[config.mk]
export PLATFORM = sky130hd
export DESIGN_NAME = rev_inplace_adder
export DESIGN_NICKNAME = d
export VERILOG_FILES = /design/src/rtl/rev_adder_pkg.sv /design/src/rtl/rev_link_pass.sv /design/src/rtl/rev_carry_sweep.sv /design/src/rtl/rev_inplace_adder.sv
export SDC_FILE = /design/constraint.sdc
export NUM_CORES = 1
export LEC_CHECK = 0
export ABC_AREA = 1
export CORE_MARGIN = 5
export CORE_UTILIZATION = 35
export DETAILED_ROUTE_END_ITERATION = 8
export PLACE_DENSITY_LB_ADDON = 0.08
export SYNTH_ARGS = -nofsm -noshare
export SYNTH_HDL_FRONTEND = slang
export SYNTH_HIERARCHICAL = 1
export SYNTH_SLANG_ARGS = --single-unit
[constraint.sdc]
create_clock -name vclk -period 4.06
set_clock_uncertainty 0.15 [all_clocks]
set_input_delay 1.015 -clock vclk [all_inputs]
set_output_delay 1.015 -clock vclk [all_outputs]
set_load 0.005 [all_outputs]
[src/rtl/rev_adder_pkg.sv]
package rev_adder_pkg;

    // Variants of the two-input exchange passes.
    typedef enum logic [1:0] {
        LINK_ONTO_ADDEND = 2'd0,  // addend line ^= matching augend line
        LINK_CHAIN_UP    = 2'd1,  // lower augend line ^= next higher, from bottom
        LINK_CHAIN_DOWN  = 2'd2   // lower augend line ^= next higher, from top
    } link_mode_e;

    // Direction of a three-input carry sweep.
    typedef enum logic {
        SWEEP_RISE = 1'b0,
        SWEEP_FALL = 1'b1
    } sweep_dir_e;

    // Three lines handed to a three-input gate.
    typedef struct packed {
        logic ctl;
        logic mid;
        logic tgt;
    } trio_t;

    // Toffoli: target flips when both controls are one.
    function automatic trio_t gate_toffoli(input trio_t t);
        trio_t r;
        r     = t;
        r.tgt = t.tgt ^ (t.ctl & t.mid);
        return r;
    endfunction

    // Peres: Toffoli followed by a controlled-NOT onto the middle line.
    function automatic trio_t gate_peres(input trio_t t);
        trio_t r;
        r.ctl = t.ctl;
        r.mid = t.ctl ^ t.mid;
        r.tgt = t.tgt ^ (t.ctl & t.mid);
        return r;
    endfunction

    // TR: target flips when control is one and middle is zero,
    // middle takes control XOR middle.
    function automatic trio_t gate_tr(input trio_t t);
        trio_t r;
        r.ctl = t.ctl;
        r.mid = t.ctl ^ t.mid;
        r.tgt = t.tgt ^ (t.ctl & ~t.mid);
        return r;
    endfunction

endpackage

[src/rtl/rev_link_pass.sv]
// Controlled-NOT passes. Augend row index k holds line A(k-1):
// k = 0 is the carry line, k = 1..N the augend bits, k = N+1 the top line.
module rev_link_pass
    import rev_adder_pkg::*;
#(
    parameter int         N    = 4,
    parameter link_mode_e MODE = LINK_ONTO_ADDEND
) (
    input  logic [N+1:0] row_in,
    input  logic [N-1:0] add_in,
    output logic [N+1:0] row_out,
    output logic [N-1:0] add_out
);

    localparam int ROW_W = N + 2;

    generate
        if (MODE == LINK_ONTO_ADDEND) begin : g_onto
            always_comb begin
                row_out = row_in;
                for (int i = 0; i < N; i++) begin
                    add_out[i] = add_in[i] ^ row_in[i+1];
                end
            end
        end else if (MODE == LINK_CHAIN_UP) begin : g_up
            // Bottom to top: each target reads a line not yet rewritten,
            // then the top line takes the highest augend bit.
            always_comb begin
                logic [ROW_W-1:0] work;
                work = row_in;
                for (int k = 0; k < N; k++) begin
                    work[k] = work[k] ^ work[k+1];
                end
                work[N+1] = work[N+1] ^ work[N];
                row_out = work;
                add_out = add_in;
            end
        end else begin : g_down
            // Top to bottom: each target reads the line just rewritten.
            always_comb begin
                logic [ROW_W-1:0] work;
                work = row_in;
                for (int k = N - 1; k >= 0; k--) begin
                    work[k] = work[k] ^ work[k+1];
                end
                row_out = work;
                add_out = add_in;
            end
        end
    endgenerate

endmodule

[src/rtl/rev_carry_sweep.sv]
// Three-input carry passes over the augend row and the addend lines.
module rev_carry_sweep
    import rev_adder_pkg::*;
#(
    parameter int         N   = 4,
    parameter sweep_dir_e DIR = SWEEP_RISE
) (
    input  logic [N+1:0] row_in,
    input  logic [N-1:0] add_in,
    output logic [N+1:0] row_out,
    output logic [N-1:0] add_out
);

    localparam int ROW_W = N + 2;
    localparam int LOW_N = N - 1;   // addend lines below the top bit position

    generate
        if (DIR == SWEEP_RISE) begin : g_rise
            always_comb begin
                logic [ROW_W-1:0] work;
                logic [N-1:0]     lane;
                trio_t            t;
                work = row_in;
                lane = add_in;
                for (int i = 0; i < LOW_N; i++) begin
                    t = gate_toffoli(trio_t'{work[i], lane[i], work[i+1]});
                    work[i+1] = t.tgt;
                end
                t = gate_peres(trio_t'{work[N-1], lane[N-1], work[N+1]});
                lane[N-1] = t.mid;
                work[N+1] = t.tgt;
                for (int i = 0; i < LOW_N; i++) begin
                    lane[i] = ~lane[i];
                end
                row_out = work;
                add_out = lane;
            end
        end else begin : g_fall
            always_comb begin
                logic [ROW_W-1:0] work;
                logic [N-1:0]     lane;
                trio_t            t;
                work = row_in;
                lane = add_in;
                for (int i = LOW_N - 1; i >= 0; i--) begin
                    t = gate_tr(trio_t'{work[i], lane[i], work[i+1]});
                    lane[i]   = t.mid;
                    work[i+1] = t.tgt;
                end
                for (int i = 0; i < LOW_N; i++) begin
                    lane[i] = ~lane[i];
                end
                row_out = work;
                add_out = lane;
            end
        end
    endgenerate

endmodule

[src/rtl/rev_inplace_adder.sv]
module rev_inplace_adder
    import rev_adder_pkg::*;
#(
    parameter int N = 4
) (
    input  logic [N-1:0] a,
    input  logic [N-1:0] b,
    input  logic         cin,
    input  logic         z,
    output logic [N-1:0] a_out,
    output logic [N-1:0] sum,
    output logic         z_out
);

    localparam int ROW_W = N + 2;

    // Row and addend lines between the six passes.
    logic [ROW_W-1:0] row_s0, row_s1, row_s2, row_s3, row_s4, row_s5, row_s6;
    logic [N-1:0]     add_s0, add_s1, add_s2, add_s3, add_s4, add_s5, add_s6;

    assign row_s0 = {z, a, cin};
    assign add_s0 = b;

    rev_link_pass #(.N(N), .MODE(LINK_ONTO_ADDEND)) u_pass1 (
        .row_in(row_s0), .add_in(add_s0), .row_out(row_s1), .add_out(add_s1));

    rev_link_pass #(.N(N), .MODE(LINK_CHAIN_UP)) u_pass2 (
        .row_in(row_s1), .add_in(add_s1), .row_out(row_s2), .add_out(add_s2));

    rev_carry_sweep #(.N(N), .DIR(SWEEP_RISE)) u_pass3 (
        .row_in(row_s2), .add_in(add_s2), .row_out(row_s3), .add_out(add_s3));

    rev_carry_sweep #(.N(N), .DIR(SWEEP_FALL)) u_pass4 (
        .row_in(row_s3), .add_in(add_s3), .row_out(row_s4), .add_out(add_s4));

    rev_link_pass #(.N(N), .MODE(LINK_CHAIN_DOWN)) u_pass5 (
        .row_in(row_s4), .add_in(add_s4), .row_out(row_s5), .add_out(add_s5));

    rev_link_pass #(.N(N), .MODE(LINK_ONTO_ADDEND)) u_pass6 (
        .row_in(row_s5), .add_in(add_s5), .row_out(row_s6), .add_out(add_s6));

    assign a_out = row_s6[N:1];
    assign sum   = add_s6;
    assign z_out = row_s6[N+1];

    // Arithmetic view of the inputs, used only by the checks below.
    logic [N:0] arith;
    assign arith = {1'b0, a} + {1'b0, b} + {{N{1'b0}}, cin};

    always_comb begin
        assert_sum_R1: assert (add_s6 == arith[N-1:0])
            else $error("R1 sum lines disagree with a+b+cin");
        assert_top_line_R2: assert (row_s6[N+1] == (z ^ arith[N]))
            else $error("R2 top line is not z xor carry-out");
        assert_augend_R3: assert (row_s6[N:1] == a)
            else $error("R3 augend lines not restored");
        assert_carry_line_R3: assert (row_s6[0] == cin)
            else $error("R3 input-carry line not restored");
        // After the rising sweep the top line already holds z xor carry-out.
        assert_mid_top_R2: assert (row_s3[N+1] == (z ^ arith[N]))
            else $error("R2 top line wrong after rising sweep");
    end

endmodule

-- Word level (Yosys, flattened, before mapping)
Cells that the tools add are included.
Widths: inputs -> output; s select.
- register bits after elaboration: 0
- latch bits: 0
- bits in writable memories: 0
- ROM bits: 0
- input port bits: 10
- output and inout bits: 9
- word-level logic and storage cells: 37
- memories: 0
- $add $sub $neg: 0
- multipliers: 0
- div/mod/pow operators: 0
- magnitude comparators: 0
- eq/ne operators: 0
- shift operators: 0
- multiplexer cells: 0
- bitwise operators: 37
- reductions and logical operators: 0
- operators by type and width (kind ; number):
    $xor 1x1->1 ; 27
    $not 1->1 ; 6
    $and 1x1->1 ; 4

-- Depth between registers and ports, before layout
Gate-level depths: netlist of the first run.
- depth in word-level cells: 12
- gate-level depth with buffers: 23
- mapped depth without buffers: 22

-- By module
The synthesis of the first run kept the hierarchy.
- modules (own cells, without submodules) (module ; instances ; cells each ; area an instance (um2) ; sequential area each (um2)):
    rev_link_pass at u_pass1 ... ; 2 ; 26 ; 120.1 ; 0.0
    rev_link_pass at u_pass5 ; 1 ; 29 ; 165.2 ; 0.0
    rev_carry_sweep at u_pass3 ; 1 ; 25 ; 153.9 ; 0.0
    rev_carry_sweep at u_pass4 ; 1 ; 25 ; 135.1 ; 0.0
    rev_link_pass at u_pass2 ; 1 ; 26 ; 116.4 ; 0.0

-- Least setup slack after synthesis of the first run
Ideal clock, no wire load.
- path type: in2out
- from: in a[0]
- to: out sum[0]
- arrival time: 2.647 ns
- required time: 2.895 ns
- path slack: 0.248 ns
- cell stages on the path: 22
- path buffers: 1
- cell sequence: buf_4 -> inv_1 -> nand2_1 -> nand2_1 -> nand2_1 -> nand2_2 -> nand3_2 -> nand2_2 -> nand2_2 -> ha_1 -> inv_1 -> nand2_1 -> nand2_1 -> inv_1 -> nand2_1 -> nand3_2 -> nand2_2 -> nand2_2 -> nand2_1 -> inv_1 -> nand2_1 -> nand2_1
- cells in the longest elaborated chain, start to end: 12
- elaborated cells on any way between the ends: 19
- those cells by class: 19 x bitwise
- RTL lines (item ; RTL line ; text):
    from (decl) ; rev_inplace_adder.sv:6 ; input logic [N-1:0] a,
    $xor 1x1->1 * ; rev_link_pass.sv:32 ; work[k] = work[k] ^ work[k+1];
    net row_s2[0] ; rev_inplace_adder.sv:18 ; logic [ROW_W-1:0] row_s0, row_s1, row_s2, row_s3, row_s4, row_s5, row_s6;
    $and 1x1->1 * ; rev_adder_pkg.sv:27 ; r.tgt = t.tgt ^ (t.ctl & t.mid);
    $xor 1x1->1 * ; rev_adder_pkg.sv:27 ;
    $and 1x1->1 * ; rev_adder_pkg.sv:27 ;
    $xor 1x1->1 * ; rev_adder_pkg.sv:27 ;
    net row_s3[2] ; rev_inplace_adder.sv:18 ;
    $and 1x1->1 * ; rev_adder_pkg.sv:27, rev_adder_pkg.sv:46 ;
    $xor 1x1->1 ; rev_adder_pkg.sv:27 ;
    $xor 1x1->1 * ; rev_adder_pkg.sv:46 ; r.tgt = t.tgt ^ (t.ctl & ~t.mid);
    net row_s4[3] ; rev_inplace_adder.sv:18 ;
    $xor 1x1->1 * (2 in series) ; rev_link_pass.sv:44 ; work[k] = work[k] ^ work[k+1];
    net row_s5[2] ; rev_inplace_adder.sv:18 ;
    $xor 1x1->1 * ; rev_link_pass.sv:44 ;
    net row_s5[1] ; rev_inplace_adder.sv:18 ;
    $xor 1x1->1 * ; rev_link_pass.sv:22 ; add_out[i] = add_in[i] ^ row_in[i+1];
    to (decl) ; rev_inplace_adder.sv:11 ; output logic [N-1:0] sum,
The timed path passes the listed nets; every way through them passes the cells marked *.

-- Final worst setup path of the first run
- from: in a[0]
- to: out sum[2]
- cells in the longest elaborated chain, start to end: 10
- elaborated cells on any way between the ends: 14
- those cells by class: 14 x bitwise
- RTL lines (item ; RTL line ; text):
    $xor 1x1->1 ; rev_link_pass.sv:22 ;
    net add_s1[0] ; rev_inplace_adder.sv:19 ; logic [N-1:0] add_s0, add_s1, add_s2, add_s3, add_s4, add_s5, add_s6;
    $and 1x1->1 ; rev_adder_pkg.sv:27 ;
    $xor 1x1->1 ; rev_adder_pkg.sv:27 ;
    $and 1x1->1 ; rev_adder_pkg.sv:27 ;
    $xor 1x1->1 ; rev_adder_pkg.sv:27 ;
    net row_s3[2] ; rev_inplace_adder.sv:18 ;
    $and 1x1->1 ; rev_adder_pkg.sv:27 ;
    $xor 1x1->1 ; rev_adder_pkg.sv:27 ;
    net row_s3[3] ; rev_inplace_adder.sv:18 ;
    $xor 1x1->1 ; rev_adder_pkg.sv:46 ;
    net row_s4[3] ; rev_inplace_adder.sv:18 ;
    $xor 1x1->1 ; rev_link_pass.sv:44 ;
    $xor 1x1->1 ; rev_link_pass.sv:22 ;
The timed path passes the listed nets, and every way through them passes these cells.

==> results of run 1 <==
==> power by group through the flow <==
stage / sequential [mW] / clock [mW] / combinational (mW)
final: 0 / 0 / 0.202
after global placement: 0 / 0 / 0.167
after detailed placement: 0 / 0 / 0.170
after CTS: 0 / 0 / 0.177
after global routing: 0 / 0 / 0.225
after floorplan: 0 / 0 / 0.128
==> final cells by class <==
| type | count | area (um^2) |
|---|---|---|
| fill | 220 | 922 |
| multi-input combinational | 78 | 587 |
| timing repair buffer | 38 | 317 |
| inverter | 42 | 163 |
| tap | 27 | 33.8 |
==> layout by cell type (no fill, tap or decap), types with 4 or more instances in the layout <==
master / count
dlygate4sd2_1: 7
nand3_4: 4
inv_2: 9
inv_1: 31
nand2_4: 13
nand2_1: 31
buf_6: 4
buf_4: 18
nand2_2: 20
==> worst max-delay path, stage by stage <==
cell and delay [ns]:
buf_6 0.11, inv_2 0.04, nand2_2 0.08, nand2_4 0.07
nand2_2 0.09, nand2_4 0.07, nand3_4 0.10, nand2_4 0.05
nand2_4 0.07, nand3_2 0.06, nand2_2 0.10, inv_2 0.04
nand2_2 0.07, nand2_4 0.07, inv_4 0.07, nand2_4 0.05
buf_4 0.13, nand2_2 0.07, inv_1 0.04, nand2_1 0.05
nand2_1 0.04, dlygate4sd2_1 0.25
==> worst paths after layout <==
check | end | slack (ns) | cells past startpoint
worst max-delay path | sum[2] | 0.15 | 22
worst min-delay path | sum[3] | 2.53 | 5
==> per-stage QoR <==
stage	hold slack (ns)	total power [mW]	cell area, um^2	instances	setup WS, ns
2_1_floorplan	2.43	0.128	758	147	0.292
3_3_place_gp	2.95	0.167	877	179	-0.675
3_5_place_dp	2.95	0.170	877	179	-0.725
4_1_cts	2.76	0.177	960	183	-0.141
5_1_grt	2.61	0.225	1100	185	-0.00580
6_report	2.53	0.202	1100	185	0.151
==> metal layers <==
metal  wire length [um]  GRT usage, %  up-vias
met3                 34             0        2
met5                  0             0        -
met1                565          9.30      315
met2                781          16.2       11
li1                   -             -      411
met4                 14             0        0
==> timing repair <==
action | 4_1_cts | 5_1_grt
setup buffers | 4 | 2
gates resized for setup | 42 | 61
setup endpoints to repair | 8 | 7
pin swaps | 11 | 24
==> results.txt, run 1 <==
After clock tree synthesis, the flow added hold-fix buffers numbering 0. Summed over all layers, the global routing overflow is 0. The final critical path time including I/O delays and setup came out at 3.91 ns.

The switching fraction of total power is 50.7%. The area added between synthesis and finish came out at 45.0%. After detailed routing, the number of remaining DRC violations is 0.

The detail-routed via count per cell is 3.99. Dividing the final minimum period by the clock period gives 96.3%. In this run, the number of DRC markers left after iteration 0 of detailed routing was 7. The layout has 0 clock buffers. The number of antenna violations at the first check in global routing came out at 0. The startpoint identified for the worst hold timing path is a[3]. Synthesis produced a netlist with a net count of 161. The horizontal die dimension came out at 56.5 um. The placeable core region came out at 0.00202 mm^2. The final estimated routing congestion in global placement came out at 0.685. For this design the static power due to leakage is 0.698 nW. The final net count is 174. The overall routed net length came out at 1400 um. The count of mapped cells out of synthesis came out at 147. For this configuration, the core starts out at a cell density of 37.5%. The sequential standard cell area is 0 um^2. The combinational group share of total power came out at 100.0%. The total negative slack for setup checks is 0 ns. The arrival time at the worst endpoint is 2.74 ns. The standard-cell row count came out at 16. The die area came out at 0.00320 mm^2.

By startpoint and endpoint, the worst setup path is classified as in -> out. The net switching power of the design came out at 0.103 mW. The data required time at the worst endpoint came out at 2.89 ns. The mean cell area of the mapped netlist came out at 5.16 um^2. The final-report max-slew violation count came to 0. The worst setup path is launched from an input port. The clock share of power came out at 0%. The internal power summed over all cells came out at 0.0997 mW. The core occupancy in the finished layout is 54.4%. The post-route netlist has 50.0% of its cells at a drive strength greater than 1.

The wire length per cell after detailed routing came out at 7.54 um. The first global-routing pass estimated 2260 um of wire. The peak fanout along the critical path is 5. Across every metal layer, demand over resource in global routing totals 7.82%. The sequential power share is 0%.

The number of endpoints failing setup at the final stage came out at 0. The total standard cell area after synthesis is 758 um^2. The actual transition at the worst max-transition pin came out at 0.123 ns. The max-slew headroom at the worst pin is 91.8%. The pin count of the biggest net entering global routing came out at 10.

The antenna diode count is 0. The run finished with clean final reports. The worst hold path belongs to the class in -> out.

The number of vias in the routed layout came out at 739. The power per unit of standard cell area came out at 184 mW/mm^2. The die boundary height came out at 56.5 um. The design has 0 sequential cells. The number of warnings printed during yosys synthesis came out at 6. The number of nets still failing antenna checks after routing is 0. The highest achievable clock rate came out at 256 MHz. For this design the top-level I/O count stands at 19.

The number of detailed-route iterations in the first pass is 4. STA classifies the critical path endpoint as an output pin. In this run the worst setup path begins at a[0]. The tool flagged a number of max-cap violations equal to 0. Summed over all nets, the half-perimeter wirelength after detailed placement is 1010 um.

The number of buffers inserted by port buffering came out at 19. The total count of hold-check failures in the final report came out at 0. The largest voltage drop on the vdd net is 0.0728 mV. The via count of the first global-routing pass is 635.
(Power assumes the default switching activity.)
==> run 2, diff against run 1 <==
--- a/config.mk
+++ b/config.mk
@@ -6,11 +6,11 @@
 export NUM_CORES = 1
 export LEC_CHECK = 0
 export ABC_AREA = 1
-export CORE_MARGIN = 5
-export CORE_UTILIZATION = 35
+export CORE_AREA = 5 5 42 44
 export DETAILED_ROUTE_END_ITERATION = 8
+export DIE_AREA = 0 0 47 49
 export PLACE_DENSITY_LB_ADDON = 0.08
+export SLEW_MARGIN = 20
 export SYNTH_ARGS = -nofsm -noshare
 export SYNTH_HDL_FRONTEND = slang
-export SYNTH_HIERARCHICAL = 1
 export SYNTH_SLANG_ARGS = --single-unit
==> results.txt, run 2 <==
The run finished, with violations left. The final reports fail on setup timing. The static leakage power came out at 0.296 nW.

The synthesized netlist net count came out at 66. The share of the Yosys chip area taken by registers is 0%. The final-report max-slew violation count came out at 0. The horizontal die dimension is 47 um. Setup repair after global routing could not meet its margin everywhere. The number of warnings printed during yosys synthesis came out at 0.

Once the floorplan was initialized, standard cells occupied 20.5% of the core. The cell family contributing the most delay on the critical path is adder cells. The global-route wire length before repair came out at 1060 um.

Global routing used 5.47% of the available tracks. The synthesized design spends more area on one cell type than any other, namely xor2_1. The delay of the slowest critical-path stage came out at 0.23 ns. The die area came out at 0.00230 mm^2. The share of post-route cells with drive strength above 1 came out at 31.9%. The placement-stage worst setup slack came out at -0.894 ns. The flip-flop and latch count came out at 0. The number of buffers and inverters on the critical path is 5.

Of all nets on the critical path, the largest fanout is 2. Summed over its instances, the top area cell type makes up 27.4% of the synthesized netlist area. The first-iteration detailed-routing DRC count came out at 2. The critical path is of the in -> out type. After routing, the total negative slack on setup checks comes to -0.0265 ns.

The number of endpoints failing setup at the final stage came out at 1. The number of clock buffer instances in the layout is 0. The via count of the first global-routing pass is 298. The worst setup path is captured at an output pin.

In the layout the commonest cells are nand2_1 (19), clkdlybuf4s50_1 (11), xor2_1 (8), inv_1 (6), buf_4 (5). Buffers inserted to repair hold after CTS numbered 0. The number of distinct library cells after synthesis came out at 10. The arrival time at the worst endpoint is 2.92 ns. The design area came out at 557 um^2.

Across the whole layout, storage elements account for 0 um^2. The final critical path time including I/O delays and setup is 4.09 ns. The total of max-cap violations came out at 0. The first detailed-routing pass took 4 iterations. The cell with the largest stage delay on the worst path is ha_2. The max-slew headroom at the worst pin came out at 83.5%. The number of buffers inserted by port buffering is 19. The data required time at the worst endpoint is 2.89 ns. The final estimated routing congestion in global placement is 0.619. In this run the worst hold path is classified as in -> out.

The placeable core region came out at 0.00140 mm^2. The final net count is 88. Synthesis handed over a netlist of 52 instances. The final critical-path share of the clock period is 101%. The standard-cell row count is 14. The total count of hold-check failures in the final report came to 0. The highest achievable clock rate came out at 245 MHz.

The number of I/O pins came out at 19. Entering global routing, the biggest net connects 6 pins. Buffers added to address setup during post-CTS repair amount to 0. The power per unit of standard cell area is 162 mW/mm^2. The number of cells after detailed placement is 88. The mean cell area of the mapped netlist came out at 5.53 um^2.

The antenna diode count is 0. Walking the worst path, the cells encountered are buf_6 -> xor2_1 -> ha_2 -> inv_2 -> nand2_1 -> nand2_1 -> inv_1 -> ha_2 -> nand3_2 -> nand2_1 -> inv_1 -> ha_2 -> nand3b_1 -> nand2_2 -> ha_4 -> xor2_1 -> buf_2. The most frequent standard cell in the layout excluding fill and tap cells is nand2_1. The total standard cell area after synthesis came out at 288 um^2. After synthesis, the most frequently instantiated cells are nand2_1 (20), xor2_1 (9), inv_1 (8). The area added between synthesis and finish came out at 93.5%. The most frequent cell after synthesis is nand2_1. The number of vias in the routed layout came out at 347. The overall overflow remaining after global route came out at 0.

The overall routed net length is 747 um. The die boundary height is 49 um. Sorting the synthesized cells by area gives the leading types as xor2_1 (27%), nand2_1 (26%), ha_1 (17%), inv_1 (10%), nand3_1 (5.2%). The largest voltage drop on the vdd net is 0.0644 mV. The half-perimeter wire length after placement is 590 um. The number of nets still failing antenna checks after routing came out at 0. The number of standard cells in the final layout excluding fillers is 88.

For this run, the share of the core covered by cells in the final layout is 39.7%. The detail-routed via count per cell is 3.94. Summing all placed instances gives a cell area of 519 um^2.

The number of antenna violations at the first check in global routing came out at 0. The worst path setup slack after routing came out at -0.0265 ns. The nature of the critical path startpoint is an input port. The remaining design rule violation count came out at 0.

The actual transition at the worst max-transition pin came out at 0.247 ns. The wire length per cell after detailed routing is 8.49 um.
## run 2: final cells by class
type                            count  area, um^2
Fill cell                         166         845
Multi-Input combinational cell     37         267
Timing Repair Buffer               25         233
Inverter                           10        37.5
Tap cell                           16        20.0
## run 2: final timing paths
path	startpoint	endpoint	slack [ns]	depth (start not counted)
min	a[0]	a_out[0]	2.56	3
max	cin	sum[3]	-0.03	17
## run 2: timing repair
action                                  4_1_cts  5_1_grt
hold endpoints to repair                      0        0
endpoints found under the setup margin        4        2
pin swaps                                    12        3
resized for setup                            32        6
## run 2: layer usage
metal | GRT usage (%) | vias to the layer above | wire length (um)
li1 | - | 188 | -
met1 | 7.61 | 147 | 316
met2 | 9.73 | 12 | 371
met3 | 0 | 0 | 59
met4 | 0 | 0 | 0
met5 | 0 | - | 0
## run 2: cell families after synthesis
kind of cell	after synthesis	share of synthesized area, %
and+or+nand+nor	24	33.9
xor gates and xnor gates	9	27.4
buffers and inverters	15	21.3
adders and majority gates	4	17.4
## run 2: report_power, final
group          internal, mW  switching [mW]  total, mW
clock network             0               0          0
logic                0.0533          0.0367     0.0900
registers                 0               0          0
## run 2: per-stage QoR
step	power, mW	hold WS (ns)
CTS	0.0899	2.56
detailed placement	0.0888	2.87
global placement	0.0882	2.86
finish	0.0900	2.56
global route	0.0998	2.58
floorplan	0.0391	1.94
==> run 3, diff against run 2 <==
--- a/config.mk
+++ b/config.mk
@@ -6,10 +6,11 @@
 export NUM_CORES = 1
 export LEC_CHECK = 0
 export ABC_AREA = 1
-export CORE_AREA = 5 5 42 44
+export CORE_AREA = 2 2 39 41
 export DETAILED_ROUTE_END_ITERATION = 8
-export DIE_AREA = 0 0 47 49
+export DIE_AREA = 0 0 41 43
 export PLACE_DENSITY_LB_ADDON = 0.08
+export SETUP_SLACK_MARGIN = 0.05
 export SLEW_MARGIN = 20
 export SYNTH_ARGS = -nofsm -noshare
 export SYNTH_HDL_FRONTEND = slang
==> results.txt, run 3 (synthesis gave the netlist of run 2 again) <==
STA classifies the critical path startpoint as an input port. STA classifies the critical path endpoint as an output pin. The placeable core region is 0.00138 mm^2. The worst pin sits at a relative slew slack of 85.0%. The die boundary height came out at 43 um. The pin count of the biggest net entering global routing is 6.

The number of nets still failing antenna checks after routing came out at 0. The buffering stage count on the worst path with inverters included came out at 6. The number of clock buffer instances in the layout is 0. The largest voltage drop on the vdd net came out at 0.0530 mV. The peak fanout along the critical path came out at 2. In the routed design, unresolved DRC markers number 0. Grouping stages by cell kind, the critical path spends the most delay in adder cells. The detailed router finished its first iteration with 9 violations. At the placement stage, the worst setup path has a slack of -0.882 ns. Setup repair after global routing could not meet its margin everywhere. The instance area at placement came out at 534 um^2.

The most critical setup path has its startpoint at cin. The critical path runs through a total of 18 cells. Using the TritonRoute via totals, the vias-per-cell ratio works out to 4.10.

The multi-input logic area is 289 um^2. Internal power comes to 0.0569 mW. The floorplan has 14 rows. For this block, the routed nets add up to 676 um of wire. The share of post-route cells with drive strength above 1 is 39.2%. The combinational group share of total power came out at 100.0%.

The total count of hold-check failures in the final report came out at 0. The flip-flop and latch count came out at 0. The number of hold buffers added after cts is 0. The first global-routing pass estimated 1060 um of wire. The final-layout fill cell count is 155. The clock share of power is 0%. The horizontal die dimension is 41 um.

The tightest min-delay check is of the in -> out type. The number of endpoints failing setup at the final stage is 0. The final estimated routing congestion in global placement is 0.623. The final route contains 369 vias.

The flow ran to the end, and the final reports show no timing, DRC or antenna violations. The final layout contains 90 nets. The via count of the first global-routing pass came out at 311.

The number of antenna violations at the first check in global routing came out at 0. STA puts the critical path data arrival time at 2.88 ns. The total of max-cap violations is 0. The repair_antennas step left the layout with diodes totalling 0. The overall overflow remaining after global route is 0. The design area came out at 599 um^2. During placement, the flow inserted port buffers numbering 19. The half-perimeter wire length after placement came out at 528 um. The signal on the critical path passes through buf_6 -> xor2_2 -> ha_2 -> inv_2 -> nand2_2 -> nand2_2 -> inv_2 -> ha_4 -> inv_2 -> nand2_1 -> nand2_1 -> inv_1 -> ha_2 -> nand3b_1 -> nand2_2 -> ha_4 -> xor2_1 -> buf_2. The critical path capture point is sum[3].

At the pin with the least slew margin, the transition time is 0.224 ns. The final-report max-slew violation count is 0. The setup path with the least slack is of type in -> out. Data on the critical path is required at its endpoint by 2.89 ns. The sequential power share is 0%. The worst path setup slack after routing is 0.0186 ns. The net switching power of the design is 0.0388 mW.

The total global-route track usage is 7.89%. The highest achievable clock rate is 247 MHz. The final critical path time including I/O delays and setup is 4.04 ns. The slowest stage of the critical path belongs to the cell ha_2. The die area came out at 0.00176 mm^2. The wire length per cell after detailed routing came out at 7.51 um. The static leakage power came out at 0.315 nW. The starting utilization of the core area is 20.8%. During I/O placement, the number of pins put on the boundary was 19.

The delay of the slowest critical-path stage came out at 0.20 ns. The count of buffers added by post-CTS timing repair for setup is 0. The pre-antenna-repair detailed-routing pass consisted of 4 iterations. The final critical-path share of the clock period came out at 99.5%. The switching fraction of total power is 40.5%. The sequential standard cell area came out at 0 um^2.

The most frequent standard cell in the layout excluding fill and tap cells is nand2_1. The area added between synthesis and finish is 108%. The library cells used most frequently in the layout, excluding fill and tap cells, are nand2_1 (17), clkdlybuf4s50_1 (11), xor2_1 (7), buf_4 (7).

The power per unit of standard cell area came out at 160 mW/mm^2.
-- run 3: changes by cell type in the layout (fill, tap and decap cells not counted), sizes merged --
cell and change:
dlygate4sd2 -2, buf +2, clkdlybuf4s15 +1, dlymetal6s2s +1
-- run 3: area by class of cell --
class	instances	area share [%]
inverter	10	6.26
multi-input combinational	37	48.2
tap	16	3.34
timing repair buffer	27	42.2
-- run 3: what timing repair did --
action / CTS / global route
gates resized for setup: 33 / 12
endpoints found under the hold margin: 0 / 0
endpoints found under the setup margin: 4 / 3
pin swaps: 10 / 9
-- run 3: worst min-delay path by stage --
| stage | to | startpoint | slack, ns | cells past startpoint |
|---|---|---|---|---|
| 2_1_floorplan | sum[1] | a[1] | 1.94 | 1 |
| 3_3_place_gp | a_out[3] | a[3] | 2.87 | 2 |
| 3_5_place_dp | a_out[3] | a[3] | 2.85 | 2 |
| 4_1_cts | a_out[0] | a[0] | 2.55 | 3 |
| 5_1_grt | a_out[0] | a[0] | 2.56 | 3 |
| 6_report | a_out[0] | a[0] | 2.55 | 3 |
-- run 3: through the flow --
stage               total power, mW  utilization [%]  hold slack (ns)  setup TNS, ns  instances
CTS                          0.0890             40.1             2.55              0         90
detailed placement           0.0888             38.6             2.85          -2.37         90
global placement             0.0892             38.6             2.87          -2.33         90
finish                       0.0957             43.3             2.55              0         90
floorplan                    0.0391                -             1.94              0         52
global route                  0.106             43.3             2.56        -0.0875         90
-- run 3: power groups by stage --
stage / Combinational, mW / Clock [mW] / Sequential [mW]
after floorplan: 0.0391 / 0 / 0
after global placement: 0.0892 / 0 / 0
after detailed placement: 0.0888 / 0 / 0
after CTS: 0.0890 / 0 / 0
after global routing: 0.106 / 0 / 0
final: 0.0957 / 0 / 0
-- run 3: worst min-delay path, delay by kind of cell --
kind	cells	cell delay, ns
buffers and inverters	3	0.66
-- run 3: metal layers --
| layer | global-route usage (%) | share of wire (%) | vias up |
|---|---|---|---|
| li1 | - | - | 194 |
| met1 | 10.8 | 43 | 162 |
| met2 | 14.1 | 51 | 13 |
| met3 | 0 | 5.6 | 0 |
| met4 | 0 | 0 | 0 |
| met5 | 0 | 0 | - |
